File: src/rtl/aud_rx_pkg.sv
package aud_rx_pkg;
  typedef enum logic {
    FMT_I2S  = 1'b0,
    FMT_LEFT = 1'b1
  } rx_fmt_e;

  localparam int RX_SAMPLE_W = 16;
  localparam int RX_SLOT_BITS = 32;
endpackage

File: src/rtl/aud_rx_deser.sv
module aud_rx_deser #(
  parameter int SAMPLE_W  = aud_rx_pkg::RX_SAMPLE_W,
  parameter int SLOT_BITS = aud_rx_pkg::RX_SLOT_BITS
) (
  input  logic                clk,
  input  logic                rst_n,
  input  logic                run,
  input  logic                fmt_msb,
  input  logic                wide,
  input  logic                bclk,
  input  logic                lrclk,
  input  logic                sdin,
  output logic                push,
  output logic                push_right,
  output logic [SAMPLE_W-1:0] push_data
);
  import aud_rx_pkg::*;
  localparam int CW   = $clog2(SLOT_BITS) + 1;
  localparam int HALF = SAMPLE_W / 2;

  logic                bclk_q, lr_q, synced;
  logic [CW-1:0]       cnt, pos, idx, nbits;
  logic [SAMPLE_W-1:0] shreg, assembled;
  logic                rise, flip, idx_ok, live, take;
  rx_fmt_e             fmt;

  assign fmt  = rx_fmt_e'(fmt_msb);
  assign rise = bclk & ~bclk_q;
  assign flip = lrclk ^ lr_q;

  // slot position of the current edge and bit index it carries
  always_comb begin
    pos    = flip ? '0 : cnt;
    idx_ok = (fmt == FMT_LEFT) ? 1'b1 : (pos != '0);
    idx    = (fmt == FMT_LEFT) ? pos : pos - 1'b1;
    nbits  = wide ? CW'(SAMPLE_W) : CW'(HALF);
    live   = synced | (flip & run);
    take   = rise & run & live & idx_ok & (idx < nbits);
  end

  always_ff @(posedge clk) begin
    if (!rst_n) begin
      bclk_q <= 1'b0;
      lr_q   <= 1'b0;
      cnt    <= '0;
      synced <= 1'b0;
      shreg  <= '0;
    end else begin
      bclk_q <= bclk;
      if (rise) begin
        lr_q <= lrclk;
        if (flip)                    cnt <= CW'(1);
        else if (cnt != CW'(SLOT_BITS)) cnt <= cnt + 1'b1;
      end
      if (!run)              synced <= 1'b0;
      else if (rise && flip) synced <= 1'b1;
      if (take) shreg <= {shreg[SAMPLE_W-2:0], sdin};
    end
  end

  assign assembled  = {shreg[SAMPLE_W-2:0], sdin};
  assign push       = take & (idx == nbits - 1'b1);
  assign push_right = lrclk;
  assign push_data  = wide ? assembled
                           : {{(SAMPLE_W-HALF){assembled[HALF-1]}}, assembled[HALF-1:0]};

  AST_PUSH_ISOLATED: assert property (@(posedge clk) disable iff (!rst_n)
    push |=> !push) else $error("two pushes on adjacent cycles");
endmodule

File: src/rtl/aud_rx_fifo.sv
module aud_rx_fifo #(
  parameter int W     = 17,
  parameter int DEPTH = 16,
  localparam int PW   = (DEPTH > 1) ? $clog2(DEPTH) : 1,
  localparam int LW   = $clog2(DEPTH + 1)
) (
  input  logic          clk,
  input  logic          rst_n,
  input  logic          flush,
  input  logic          wr_en,
  input  logic [W-1:0]  wr_data,
  input  logic          rd_ready,
  output logic          rd_valid,
  output logic [W-1:0]  rd_data,
  output logic [LW-1:0] level,
  output logic          full
);
  logic [W-1:0]  mem [DEPTH];
  logic [PW-1:0] wp, rp;
  logic          do_wr, do_rd;

  assign full     = (level == LW'(DEPTH));
  assign rd_valid = (level != '0);
  assign rd_data  = mem[rp];
  assign do_wr    = wr_en & ~full & ~flush;
  assign do_rd    = rd_valid & rd_ready & ~flush;

  always_ff @(posedge clk) begin
    if (do_wr) mem[wp] <= wr_data;
  end

  always_ff @(posedge clk) begin
    if (!rst_n || flush) begin
      wp    <= '0;
      rp    <= '0;
      level <= '0;
    end else begin
      if (do_wr) wp <= (wp == PW'(DEPTH-1)) ? '0 : wp + 1'b1;
      if (do_rd) rp <= (rp == PW'(DEPTH-1)) ? '0 : rp + 1'b1;
      case ({do_wr, do_rd})
        2'b10:   level <= level + 1'b1;
        2'b01:   level <= level - 1'b1;
        default: level <= level;
      endcase
    end
  end

  AST_FLUSH_EMPTIES: assert property (@(posedge clk) disable iff (!rst_n)
    flush |=> level == '0) else $error("flush left entries");
  AST_HEAD_HELD: assert property (@(posedge clk) disable iff (!rst_n)
    rd_valid && !rd_ready && !flush |=> rd_valid && $stable(rd_data)) else $error("head moved");
  AST_LEVEL_BOUND: assert property (@(posedge clk) disable iff (!rst_n)
    full |=> level <= LW'(DEPTH)) else $error("level beyond depth");
endmodule

File: src/rtl/aud_serial_rx.sv
module aud_serial_rx #(
  parameter int SAMPLE_W  = aud_rx_pkg::RX_SAMPLE_W,
  parameter int SLOT_BITS = aud_rx_pkg::RX_SLOT_BITS,
  parameter int DEPTH     = 16,
  parameter int THR_W     = 4,
  localparam int LW       = $clog2(DEPTH + 1)
) (
  input  logic                clk,
  input  logic                rst_n,
  input  logic                en_global,
  input  logic                en_capture,
  input  logic                fmt_msb,
  input  logic [2:0]          size_code,
  input  logic [THR_W-1:0]    thresh,
  input  logic                flush,
  input  logic                ovr_clr,
  input  logic                ovr_irq_en,
  input  logic                bclk,
  input  logic                lrclk,
  input  logic                sdin,
  output logic [SAMPLE_W-1:0] rd_data,
  output logic                rd_right,
  output logic                rd_valid,
  input  logic                rd_ready,
  output logic [LW-1:0]       level,
  output logic                svc_req,
  output logic                ovr_flag,
  output logic                ovr_irq
);
  logic                run, wide, push, push_right, full, ovr_evt;
  logic [SAMPLE_W-1:0] push_data;
  logic [SAMPLE_W:0]   head;

  assign run  = en_global & en_capture;
  assign wide = (size_code != 3'd0);

  aud_rx_deser #(.SAMPLE_W(SAMPLE_W), .SLOT_BITS(SLOT_BITS)) u_deser (
    .clk(clk), .rst_n(rst_n), .run(run), .fmt_msb(fmt_msb), .wide(wide),
    .bclk(bclk), .lrclk(lrclk), .sdin(sdin),
    .push(push), .push_right(push_right), .push_data(push_data)
  );

  aud_rx_fifo #(.W(SAMPLE_W + 1), .DEPTH(DEPTH)) u_fifo (
    .clk(clk), .rst_n(rst_n), .flush(flush), .wr_en(push),
    .wr_data({push_right, push_data}), .rd_ready(rd_ready),
    .rd_valid(rd_valid), .rd_data(head), .level(level), .full(full)
  );

  assign rd_right = head[SAMPLE_W];
  assign rd_data  = head[SAMPLE_W-1:0];
  assign svc_req  = 32'(level) > 32'(thresh);
  assign ovr_evt  = push & full & ~flush;

  always_ff @(posedge clk) begin
    if (!rst_n)       ovr_flag <= 1'b0;
    else if (ovr_evt) ovr_flag <= 1'b1;
    else if (ovr_clr) ovr_flag <= 1'b0;
  end

  assign ovr_irq = ovr_flag & ovr_irq_en;

  AST_OVR_STICKY: assert property (@(posedge clk) disable iff (!rst_n)
    ovr_flag && !ovr_clr |=> ovr_flag) else $error("overrun flag lost");
  AST_OVR_RAISED: assert property (@(posedge clk) disable iff (!rst_n)
    push && full && !flush |=> ovr_flag) else $error("overrun not flagged");
  AST_IDLE_STILL: assert property (@(posedge clk) disable iff (!rst_n)
    !run && !rd_ready && !flush |=> $stable(level)) else $error("fifo moved while idle");
endmodule

File: config.mk
export PLATFORM = sky130hd
export DESIGN_NAME = aud_serial_rx
export DESIGN_NICKNAME = d
export VERILOG_FILES = /design/src/rtl/aud_rx_pkg.sv /design/src/rtl/aud_rx_deser.sv /design/src/rtl/aud_rx_fifo.sv /design/src/rtl/aud_serial_rx.sv
export SDC_FILE = /design/constraint.sdc
export NUM_CORES = 1
export LEC_CHECK = 0
export ABC_AREA = 1
export BUFFER_PORTS_ARGS = -buffer_cell sky130_fd_sc_hd__buf_2
export CAP_MARGIN = 0
export CORE_MARGIN = 4
export CORE_UTILIZATION = 25
export DETAILED_ROUTE_END_ITERATION = 8
export PLACE_DENSITY_LB_ADDON = 0.3
export SKIP_LAST_GASP = 1
export SYNTH_ARGS = -nofsm -noshare
export SYNTH_HDL_FRONTEND = slang
export SYNTH_HIERARCHICAL = 1
export SYNTH_SLANG_ARGS = --single-unit
File: constraint.sdc
create_clock -name clk -period 3.7 [get_ports clk]
set_clock_uncertainty 0.05 [all_clocks]
set_input_delay 0.555 -clock clk [delete_from_list [all_inputs] [get_ports clk]]
set_output_delay 0.555 -clock clk [all_outputs]
set_load 0.03 [all_outputs]
==> metrics.txt <==
number of enable flip-flop cells after synthesis 272; Root Driver clkbuf_16; drt initial violations about 620; clk buf depth 3; post-synthesis area per instance roughly 11 µm²; DRT Wirelength 34800 µm; post-route cell area 16200 µm²; register area share after synthesis 65.5%; final setup vio count 0; Final Hold Vio Count 0; CTS tree built; fmax slightly above 300 MHz; DR WL/cell 17.0 µm; worst stage delay on the critical path around 0.36 ns; Synth Area in Compound Gates 10.2%; routed via count 8992; Slew HR 33.6%; #FFs+latches synth 314; post-layout min period 3.30 ns; Final WS setup 0.400 ns; initial antenna violation count 1; maxcap violations 0; Max IR drop VDD roughly 0.28 mV; max-slew violations 0; crit path capture type flop; Post-Synth Simple-Gate Area 12.9%; Synth Cell Area 13800 µm²; core area 54100 µm²; Critical-path top delay cell dfxtp_1; Die Width 243 µm; vias per inst 4.39; Layout Nets between 1000 and 1500; Yosys cell types 39; Placed Area between 15000 and 20000 µm²; Final period util 89.2%; Max FO, Critical Path 8; largest family of logic cells by synthesized area simple AND/OR/NAND/NOR gates; antenna cells 0; ys flop type edfxtp_1; proportion of layout cells with a drive suffix above 1 14.8%; grt ovf 0; FP Rows between 80 and 90; Reg clk slew, reported paths 0.06 ns; CP Launch Type flop; outcome finished, final reports clean; clk sinks approximately 310; I/O Buffers 44; kind of critical path reg2reg; most common cell after layout, fill and taps aside edfxtp_1; Layout area overhead 17.7%; Post-CTS Hold Buffers 0; Synth Warn # 6; Data arrival, critical path 3.70 ns; post-route ant nets 0; post-DP HPWL about 22000 µm; CTS resizes 0; most frequent cells in the layout edfxtp_1, inv_1, nand2_1; TritonCTS Buffers 37; Mapped Cells 1263; Post CTS Setup Buffer Count 0; starting density of the core 25.4%; Post-Synth XOR/XNOR Area 0.509%; Req. time, crit path 4.10 ns; ys async rst share 0%; Adder-Cell Fraction of Synth Area between 1.5 and 2%; H-tree levels 2; IO Pins 45; Chip Height 243 µm; PD cells about 460 nW/µm²; Least-Margin Pin Slew 0.996 ns; clock insertion delay at the later pin of the skew report approximately 0.55 ns; largest net degree at the start of global routing 99; RSZ-0062 raised after global routing no; mux share of post-synthesis cell area 0%; worst min-delay path category in2reg; LEAKAGE 0.00600 µW; dpl ws around 0.05 ns; synthesized net count 1299; residual DRC count 0; Total Die Area 58900 µm²; global-route usage over all layers 11.6%; vias in the first global route 8580; Worst path most repeated cell nand2_1; first-pass GRT wire length ~53000 µm; setup TNS 0 ns; GPL Wtd Cong roughly 0.84; DR pass1 iterations 4
[routing by layer]
layer / track usage (%) / routed length (µm)
met1: 15.8 / 16000
met2: 19.3 / 16700
met3: 1.88 / 1420
met4: 3.31 / 662
met5: 0 / 0
[cell type report]
cell class                      instances  area (µm²)
Sequential cell                       314        9020
Clock buffer                           43         948
Fill cell                            5468       37900
Clock inverter                         23         238
Multi-Input combinational cell        656        3520
Tap cell                              696         871
Inverter                              223         837
Timing Repair Buffer                   91         773
[registers in the layout (all words and copies together) (netlist names), named ones only]
register / cells
u_deser/lr_q: 1
u_deser/bclk_q: 1
u_fifo/rp: 4
u_fifo/level: 5
ovr_flag: 1
u_deser/cnt: 6
u_fifo/mem: 272
u_deser/synced: 1
u_deser/shreg: 15
u_fifo/wp: 4
[Yosys cell counts, types with 3 or more instances]
library cell    n  area share (%)
nor2_2          3            0.14
buf_2          15            0.55
buf_1           3           0.082
nand2_2        15            0.68
clkbuf_1       20            0.55
clkinv_1        3           0.082
o21ai_1        13            0.47
nor2_1         53             1.4
inv_1         213             5.8
inv_2           7            0.19
a21oi_1        82             3.0
edfxtp_1      272              59
o211ai_1       69             3.8
nand4_1        20            0.91
nand2_1       165             4.5
buf_4          18            0.98
buf_6          14             1.1
dfxtp_1        42             6.1
nand3_1       118             4.3
o21ai_0        75             2.7
ha_1           17             1.5
nor3_1          3            0.11
xor2_1          7            0.45
[metrics by stage]
stage	power [µW]	hold WS, ns	instances	utilization, %
after global routing	7760	0.186	2046	29.9
after CTS	7610	0.150	2046	29.9
after detailed placement	4040	0.409	1980	27.7
after floorplan	3990	0.389	1263	-
after global placement	4040	0.405	1980	27.7
final	7490	0.178	2046	29.9
[logic make-up after synthesis]
logic type                 Yosys count
AOI/OAI and AO/OA                  243
buffers and inverters              293
adders and majority gates           17
DFF                                314
and+or+nand+nor                    388
xor gates and xnor gates             8
[where the power goes]
| group | internal [µW] | leakage, µW | total [µW] | switching [µW] |
|---|---|---|---|---|
| clock | 2020 | 0.000569 | 3530 | 1510 |
| sequential | 3820 | 0.00285 | 3830 | 12.3 |
| combinational | 41.7 | 0.00258 | 133 | 91.4 |
[critical path: cells and delay by family, from the launching register on]
kind	cells	cell delay [ns]
buf+inv	4	0.22
simple gates	21	1.87
fa+ha+maj	3	0.68
flops	1	0.36
[worst paths after layout]
kind	from	to	slack (ns)	cells after the start
worst max-delay path	u_deser/lr_q$_SDFFE_PN0P_	u_fifo/level[4]$_SDFFE_PP0P_	0.40	28
worst min register to register	u_deser/synced$_SDFFE_PN0P_	u_deser/synced$_SDFFE_PN0P_	0.42	2
worst max register to register	u_deser/lr_q$_SDFFE_PN0P_	u_fifo/level[4]$_SDFFE_PP0P_	0.40	28
worst min-delay path	bclk	u_deser/bclk_q$_SDFF_PN0_	0.18	3
No activity file was read; power rests on OpenSTA's default activity.
